--- src/rtl/banked_rf_pkg.sv ---
package banked_rf_pkg;

    localparam int MODE_W     = 5;
    localparam int IDX_W      = 4;
    localparam int NUM_BANKS  = 7;
    localparam int SHARED_LO  = 8;
    localparam int MID_CNT    = 5;
    localparam int HI_CNT     = 2;
    localparam int PC_IDX     = 15;
    localparam int HI_FIRST   = SHARED_LO + MID_CNT;
    localparam int HI_BASE    = SHARED_LO + 2 * MID_CNT;
    localparam int PHYS_REGS  = HI_BASE + HI_CNT * NUM_BANKS;
    localparam int PHYS_W     = $clog2(PHYS_REGS);
    localparam int NUM_SAVED  = NUM_BANKS - 1;
    localparam int SLOT_W     = $clog2(NUM_SAVED);

    typedef enum logic [MODE_W-1:0] {
        MODE_USR = 5'b10000,
        MODE_FIQ = 5'b10001,
        MODE_IRQ = 5'b10010,
        MODE_SVC = 5'b10011,
        MODE_MON = 5'b10110,
        MODE_ABT = 5'b10111,
        MODE_UND = 5'b11011,
        MODE_SYS = 5'b11111
    } cpu_mode_e;

    typedef enum logic [2:0] {
        BANK_USR = 3'd0,
        BANK_FIQ = 3'd1,
        BANK_IRQ = 3'd2,
        BANK_SVC = 3'd3,
        BANK_ABT = 3'd4,
        BANK_UND = 3'd5,
        BANK_MON = 3'd6
    } bank_e;

    typedef struct packed {
        bank_e             bank;
        logic              has_saved;
        logic [SLOT_W-1:0] saved_slot;
    } mode_view_t;

    typedef struct packed {
        logic              valid;
        logic [PHYS_W-1:0] phys;
    } phys_sel_t;

    function automatic mode_view_t decode_mode(input logic [MODE_W-1:0] m);
        mode_view_t v;
        case (m)
            MODE_FIQ: v.bank = BANK_FIQ;
            MODE_IRQ: v.bank = BANK_IRQ;
            MODE_SVC: v.bank = BANK_SVC;
            MODE_ABT: v.bank = BANK_ABT;
            MODE_UND: v.bank = BANK_UND;
            MODE_MON: v.bank = BANK_MON;
            default:  v.bank = BANK_USR;
        endcase
        v.has_saved  = (v.bank != BANK_USR);
        v.saved_slot = v.has_saved ? SLOT_W'(int'(v.bank) - 1) : '0;
        return v;
    endfunction

    function automatic phys_sel_t map_index(input bank_e b, input logic [IDX_W-1:0] idx);
        phys_sel_t s;
        s.valid = 1'b1;
        s.phys  = '0;
        if (int'(idx) == PC_IDX) begin
            s.valid = 1'b0;
        end else if (int'(idx) < SHARED_LO) begin
            s.phys = PHYS_W'(int'(idx));
        end else if (int'(idx) < HI_FIRST) begin
            s.phys = (b == BANK_FIQ) ? PHYS_W'(int'(idx) + MID_CNT) : PHYS_W'(int'(idx));
        end else begin
            s.phys = PHYS_W'(HI_BASE + HI_CNT * int'(b) + int'(idx) - HI_FIRST);
        end
        return s;
    endfunction

endpackage

--- src/rtl/brf_mode_decode.sv ---
module brf_mode_decode
    import banked_rf_pkg::*;
(
    input  logic [MODE_W-1:0] mode,
    output mode_view_t        view
);
    always_comb begin
        view = decode_mode(mode);
    end
endmodule

--- src/rtl/brf_index_map.sv ---
module brf_index_map
    import banked_rf_pkg::*;
(
    input  bank_e            bank,
    input  logic [IDX_W-1:0] idx,
    output phys_sel_t        sel
);
    always_comb begin
        sel = map_index(bank, idx);
    end
endmodule

--- src/rtl/brf_phys_array.sv ---
module brf_phys_array #(
    parameter int DATA_W = 32,
    parameter int DEPTH  = 32,
    parameter int NUM_RD = 2,
    localparam int AW    = $clog2(DEPTH)
) (
    input  logic              clk,
    input  logic              rst,
    input  logic              we,
    input  logic [AW-1:0]     waddr,
    input  logic [DATA_W-1:0] wdata,
    input  logic [AW-1:0]     raddr [NUM_RD],
    output logic [DATA_W-1:0] rdata [NUM_RD]
);
    logic [DATA_W-1:0] cells [DEPTH];

    always_ff @(posedge clk) begin
        if (rst) begin
            for (int i = 0; i < DEPTH; i++) begin
                cells[i] <= '0;
            end
        end else if (we) begin
            cells[waddr] <= wdata;
        end
    end

    for (genvar p = 0; p < NUM_RD; p++) begin : g_rd
        assign rdata[p] = cells[raddr[p]];
    end
endmodule

--- src/rtl/brf_saved_bank.sv ---
module brf_saved_bank #(
    parameter int SR_W  = 32,
    parameter int SLOTS = 6,
    localparam int SW   = $clog2(SLOTS)
) (
    input  logic            clk,
    input  logic            rst,
    input  logic            we,
    input  logic [SW-1:0]   slot,
    input  logic [SR_W-1:0] wdata,
    output logic [SR_W-1:0] rdata
);
    logic [SR_W-1:0] saved [SLOTS];

    always_ff @(posedge clk) begin
        if (rst) begin
            for (int i = 0; i < SLOTS; i++) begin
                saved[i] <= '0;
            end
        end else if (we) begin
            saved[slot] <= wdata;
        end
    end

    assign rdata = saved[slot];
endmodule

--- src/rtl/banked_regfile.sv ---
module banked_regfile
    import banked_rf_pkg::*;
#(
    parameter int DATA_W = 32,
    parameter int SR_W   = 32
) (
    input  logic              clk,
    input  logic              rst,
    input  logic [4:0]        mode,
    input  logic [3:0]        rd_idx_a,
    output logic [DATA_W-1:0] rd_data_a,
    input  logic [3:0]        rd_idx_b,
    output logic [DATA_W-1:0] rd_data_b,
    input  logic              wr_en,
    input  logic [3:0]        wr_idx,
    input  logic [DATA_W-1:0] wr_data,
    input  logic              sr_rd_en,
    input  logic              sr_wr_en,
    input  logic [SR_W-1:0]   sr_wdata,
    output logic [SR_W-1:0]   sr_rdata,
    output logic              sr_none
);
    localparam int NUM_RD = 2;

    mode_view_t        view;
    logic [IDX_W-1:0]  rd_idx   [NUM_RD];
    phys_sel_t         rd_sel   [NUM_RD];
    logic [PHYS_W-1:0] rd_addr  [NUM_RD];
    logic [DATA_W-1:0] rd_raw   [NUM_RD];
    logic [DATA_W-1:0] rd_out   [NUM_RD];
    phys_sel_t         wr_sel;
    logic [SR_W-1:0]   saved_raw;

    brf_mode_decode u_decode (
        .mode (mode),
        .view (view)
    );

    assign rd_idx[0] = rd_idx_a;
    assign rd_idx[1] = rd_idx_b;

    for (genvar p = 0; p < NUM_RD; p++) begin : g_rport
        brf_index_map u_rmap (
            .bank (view.bank),
            .idx  (rd_idx[p]),
            .sel  (rd_sel[p])
        );
        assign rd_addr[p] = rd_sel[p].phys;
        assign rd_out[p]  = rd_sel[p].valid ? rd_raw[p] : '0;
    end

    brf_index_map u_wmap (
        .bank (view.bank),
        .idx  (wr_idx),
        .sel  (wr_sel)
    );

    brf_phys_array #(
        .DATA_W (DATA_W),
        .DEPTH  (PHYS_REGS),
        .NUM_RD (NUM_RD)
    ) u_regs (
        .clk   (clk),
        .rst   (rst),
        .we    (wr_en && wr_sel.valid),
        .waddr (wr_sel.phys),
        .wdata (wr_data),
        .raddr (rd_addr),
        .rdata (rd_raw)
    );

    assign rd_data_a = rd_out[0];
    assign rd_data_b = rd_out[1];

    brf_saved_bank #(
        .SR_W  (SR_W),
        .SLOTS (NUM_SAVED)
    ) u_saved (
        .clk   (clk),
        .rst   (rst),
        .we    (sr_wr_en && view.has_saved),
        .slot  (view.saved_slot),
        .wdata (sr_wdata),
        .rdata (saved_raw)
    );

    assign sr_rdata = view.has_saved ? saved_raw : '0;
    assign sr_none  = (sr_rd_en || sr_wr_en) && !view.has_saved;
endmodule

--- config.mk ---
export PLATFORM = sky130hd
export DESIGN_NAME = banked_regfile
export DESIGN_NICKNAME = d
export VERILOG_FILES = /design/src/rtl/banked_rf_pkg.sv /design/src/rtl/brf_mode_decode.sv /design/src/rtl/brf_index_map.sv /design/src/rtl/brf_phys_array.sv /design/src/rtl/brf_saved_bank.sv /design/src/rtl/banked_regfile.sv
export SDC_FILE = /design/constraint.sdc
export NUM_CORES = 2
export LEC_CHECK = 0
export BUFFER_PORTS_ARGS = -buffer_cell sky130_fd_sc_hd__buf_2
export CORE_MARGIN = 2
export CORE_UTILIZATION = 50
export DETAILED_ROUTE_END_ITERATION = 8
export GPL_ROUTABILITY_DRIVEN = 0
export PLACE_DENSITY_LB_ADDON = 0.1
export SLEW_MARGIN = 0
export SYNTH_ARGS = -nofsm -noshare
export SYNTH_HDL_FRONTEND = slang
export SYNTH_SLANG_ARGS = --single-unit
--- constraint.sdc ---
create_clock -name clk -period 11.35 [get_ports clk]
set_clock_uncertainty 0.15 [all_clocks]
set_input_delay 0.5675 -clock clk [delete_from_list [all_inputs] [get_ports clk]]
set_output_delay 0.5675 -clock clk [all_outputs]
set_load 0.005 [all_outputs]
### After elaboration in Yosys (flattened, before gate mapping)

Memory sizes are Yosys's and may differ from the RTL's.
Cells that the tools add are included.
W data, S select, Z words.

* register bits after elaboration: 0
* bits in writable memories: 1216
* input port bits: 86
* output and inout bits: 97
* word-level logic and storage cells: 69
* memories: 2

* add/subtract/negate cells: 11
* order comparisons: 6
* equality and inequality tests: 10
* mux-type cells: 32
* reduce and logical (&&, ||, !) cells: 8

Memories
* u_regs.cells: words 32, bits a word 32, rd ports 2, clocked after Yosys merged registers in 0, wr ports 32, RTL line brf_phys_array.sv:15 `logic [DATA_W-1:0] cells [DEPTH];`
* u_saved.saved: words 6, bits a word 32, rd ports 1, clocked after Yosys merged registers in 0, wr ports 6, RTL line brf_saved_bank.sv:13 `logic [SR_W-1:0] saved [SLOTS];`

Operator list (number)
* $mux W32: 5
* $mux W5: 13
* $reduce_or A32 Y1: 2
* $eq A5 B5 Y1 const B: 6
* $lt A4 B4 Y1 const B: 6
* $pmux W3 S6: 1
* $add A4 B3 Y5 const B: 3
* $add A5 B5 Y5: 3
* $sub A5 B5 Y5 const B: 3
* $eq A4 B1 Y1 const B: 3
* $mux W1: 11
* $mux W3: 2
* $add A5 B4 Y5 const A: 1
* $eq A3 B1 Y1 const B: 1
* $logic_and A1 B1 Y1: 3
* $reduce_bool A3 Y1: 1
* $sub A3 B1 Y3 const B: 1
* $logic_not A1 Y1: 1
* $logic_or A1 B1 Y1: 1

### Longest topological paths before layout

An unclocked memory read counts as a cell.

* depth after elaboration: 10
* depth in mapped cells: 18
* mapped depth without buffers: 15

### Modules after synthesis

Synthesis repeated with hierarchy kept, for this count alone.

* cell total of the unflattened synthesis: 5558
* area, all modules: 69857.0 µm²

Modules (own cells, without submodules)
* brf_phys_array: instances 1, cells each 4640, area each 56467.9 µm², sequential area each 30749.5 µm²
* brf_saved_bank: instances 1, cells each 655, area each 11527.3 µm², sequential area each 7687.4 µm²
* brf_index_map: instances 3, cells each 46, area each 344.1 µm², sequential area each 0.0 µm²
* banked_regfile: instances 1, cells each 108, area each 709.4 µm², sequential area each 0.0 µm²
* brf_mode_decode: instances 1, cells each 17, area each 120.1 µm², sequential area each 0.0 µm²

### Worst setup path after synthesis

OpenSTA, ideal clock, no wires.

* path kind: input -> register
* from: input port mode[0]
* to: memory u_saved.saved[7][0] (enable)
* library setup time: 461 ps
* arrival: 4588 ps
* path slack: 6151 ps
* stages: 12
* path buffers: 3
* cell sequence: nor2b_1 and3_1 clkbuf_1 inv_1 ha_1 ha_1 clkbuf_1 nor2b_1 nor2b_1 clkbuf_1 nand2_1 nor3_1

RTL lines
* start: declaration: RTL line banked_regfile.sv:9 `input logic [4:0] mode,`
* end: declaration: RTL line brf_saved_bank.sv:13

### Worst setup path in the final report

* from: input port mode[0]
* to: output port rd_data_a[8]

* longest elaborated chain between the ends: 10

RTL lines
* $eq A5 B5 Y1: RTL line banked_rf_pkg.sv:51 `case (m)`
* $pmux W3 S6 (*): RTL line banked_rf_pkg.sv:51
* $add A5 B4 Y5: RTL line banked_rf_pkg.sv:76 `s.phys = PHYS_W'(HI_BASE + HI_CNT * int'(b) + int'(idx) - HI_FIRST);`
* $add A5 B5 Y5: RTL line banked_rf_pkg.sv:76
* $sub A5 B5 Y5: RTL line banked_rf_pkg.sv:76
* $mux W5 (*): RTL line banked_rf_pkg.sv:73 `end else if (int'(idx) < HI_FIRST) begin`
* $mux W5 (*): RTL line banked_rf_pkg.sv:71 `end else if (int'(idx) < SHARED_LO) begin`
* $mux W5 (*): RTL line banked_rf_pkg.sv:69 `if (int'(idx) == PC_IDX) begin`
* $mem_v2 Z32 W32 (*)
* $mux W32 (*): RTL line banked_regfile.sv:49 `assign rd_out[p] = rd_sel[p].valid ? rd_raw[p] : '0;`
* end: declaration: RTL line banked_regfile.sv:11 `output logic [DATA_W-1:0] rd_data_a,`

Mark *: on every way between the ends. The rest lies on a longest branch, timed or not.

==> results.md <==
- Vias in the first global route: 51.0k
- CP Class: in2out
- HP Class: in2reg
- Yosys cell types: 80
- Area grow syn2layout: 10.3%
- Fraction of registers with async set/reset: 0%
- Synth top cells by count: 1,280 x edfxtp_1, 1,061 x and2_1, 597 x nand2_1
- Mapped cell area: 0.0692 mm2
- VDD IR max: 0.000156 V
- DRC violations left: 0
- Final Cell Area: 0.0764 mm2
- Final Cycle Share: 66.3%
- Row count: 136
- GRT overflow: 0
- Synthesized flop and latch total: 1,280
- Slew headroom: 7.72%
- Root Driver: clkbuf_16
- Max-Cap Viols: 0
- Placed inst area: 0.0716 mm2
- H-Tree Depth: 4
- Largest net degree at the start of global routing: 153
- RSZ-0062 raised after global routing: false
- Post-synth top area share: 55.5%
- CP Launch Type: primary input
- WP data arrival: 6.81 ns
- Count leader, synth: edfxtp_1
- P_leak: 0.0277 uW
- Initial Util: 50.3%
- Ratio of cells with drive above 1 in the final layout: 14.3%
- Die height: 376 um
- Final nets: 6,024
- Min Tclk post-route: 7.52 ns
- DIE WIDTH: 376 um
- Port Buffers: 182
- CTS Buffer Depth: 3
- Fin. Hold Viols: 0
- Antenna-violating nets left: 0
- P per Cell Area: 162 mW/mm2
- Top post-synthesis cells by area: edfxtp_1 56%, and2_1 9.6%, mux2i_1 6.5%
- 1st-pass router iterations: 8
- Yosys top cell by area: edfxtp_1
- DR vias: 53.3k
- CP endpoint kind: output pin
- Main synth FF type: edfxtp_1
- Worst endpoint required time: 10.63 ns
- Routed len/inst: 34.3 um
- Antenna violations before repair: 43
- TritonCTS clock tree: yes
- Mean post-synth cell area: 11.5 um2
- Drt initial violations: 8,154
- Number of synthesized flops with an enable pin: 1,280
- Inserted Clock Buffers: 143
- CP Max Fanout: 65
- Total clock sinks: 1,280
- First-pass GRT wire length: 376,000 um
- Total track usage: 37.4%
- Core area: 0.137 mm2
- Total Wirelength: 269,000 um
- Total Neg Setup Slack: 0 ns
- DR vias/cell: 6.80
- Worst-Margin Slew: 1.38 ns
- Synth Instances: 6,002
- Syn. warnings: 0
- Ports: 183
- Post-synth net total: 6,120
- DP HPWL: 146,000 um
- Clock transition at the registers of the reported paths: 0.06 ns
- Sequential area share after synthesis: 55.5%
- Die ar.: 0.141 mm2
- Final core occ: 55.5%
- Final Slew Violations: 0
- Max Clock Freq: 133 MHz
- Fillers: 11.5k
- # setup viols final: 0
- Status: completed
-- cell families (layout without fill, tap and decap cells) --
group           count (synthesis)  after routing  share of synthesized area (%)
simple gates                 2453           2453                           18.8
flops                        1280           1280                           55.5
compound gates                947            947                           10.1
buf+inv                       647            661                           3.83
mux                           635            635                           11.0
fa+ha+maj                      32             32                          0.611
xor+xnor                        8              8                          0.101
other cells                     0             23                              0
-- per-stage QoR --
step	hold WS (ns)	power (uW)	worst slack [ns]	cells
after floorplan	0.616	6920	6.15	6002
after global placement	0.708	7810	4.18	7524
after detailed placement	0.713	7840	4.07	7524
after CTS	0.00683	12300	4.06	7810
after global routing	0.0153	12600	3.82	7818
final	0.0456	12400	3.83	7833
-- flip-flops by register name, summed over array words and instances (netlist names) --
| name | cells |
|---|---|
| u_regs.cells | 1024 |
| u_saved.saved | 256 |
-- routing by layer --
layer / part of all wire [%] / up-vias / GRT usage [%]
met3: 13 / 726 / 11.5
met5: 0.093 / - / 0.137
met1: 38 / 26600 / 49.8
met2: 44 / 3934 / 55.7
li1: - / 22000 / -
met4: 4.7 / 26 / 18.1
-- what timing repair did --
item                                   CTS  global route
buffers inserted                         0             0
setup endpoints to repair                0             0
hold buffers                            31             0
resized for setup                        0             0
endpoints found under the hold margin   66             0
-- critical path, stage by stage --
cell,delay [ns]
buf_2,0.11
nor2b_1,0.14
and3_1,0.52
ha_1,0.30
inv_1,0.12
o31ai_4,0.58
mux2i_1,0.41
nand2_4,0.42
nor2_4,1.15
buf_4,1.02
a311o_1,0.33
o22ai_1,0.08
or4_1,0.75
buf_2,0.24
-- worst paths after layout --
path / depth (start not counted) / startpoint / to / slack [ns]
max: 14 / mode[0] / rd_data_a[8] / 3.83
min: 2 / sr_wdata[9] / u_saved.saved[4][9] / 0.05
-- layout make-up --
type,instances,area [um2],share of cell area [%]
antenna,23,57.6,0.0754
clock buffer,178,3710,4.86
clock inverter,77,718,0.941
tap,1794,2240,2.94
sequential,1280,38400,50.3
inverter,58,218,0.285
timing repair buffer,348,2330,3.06
multi-input combinational,4075,28600,37.5
-- power breakdown --
| group | internal, uW | switching, uW | total, uW |
|---|---|---|---|
| Clock | 2500 | 2030 | 4530 |
| Sequential | 5460 | 134 | 5590 |
| Combinational | 715 | 1530 | 2250 |
| Total | 8680 | 3690 | 12400 |
-- cell usage in the layout, fill, tap and decap left out, types with 36 or more instances in the layout --
cell / n
edfxtp_1: 1280
and2_1: 1058
nand2_1: 593
mux2i_1: 445
nor2_1: 237
buf_2: 182
a21oi_1: 145
nand3_1: 145
clkbuf_16: 143
and3_1: 129
buf_4: 127
o22ai_1: 124
o21ai_0: 106
a211oi_1: 103
mux4_2: 91
mux2_2: 89
a32oi_1: 64
or3_1: 62
inv_1: 58
a311o_1: 55
a2111oi_0: 47
nor2_4: 40
nor3_1: 39
a31o_2: 37
a22oi_1: 36
a31oi_1: 36
Note: power is estimated with default switching activity, not from simulation.
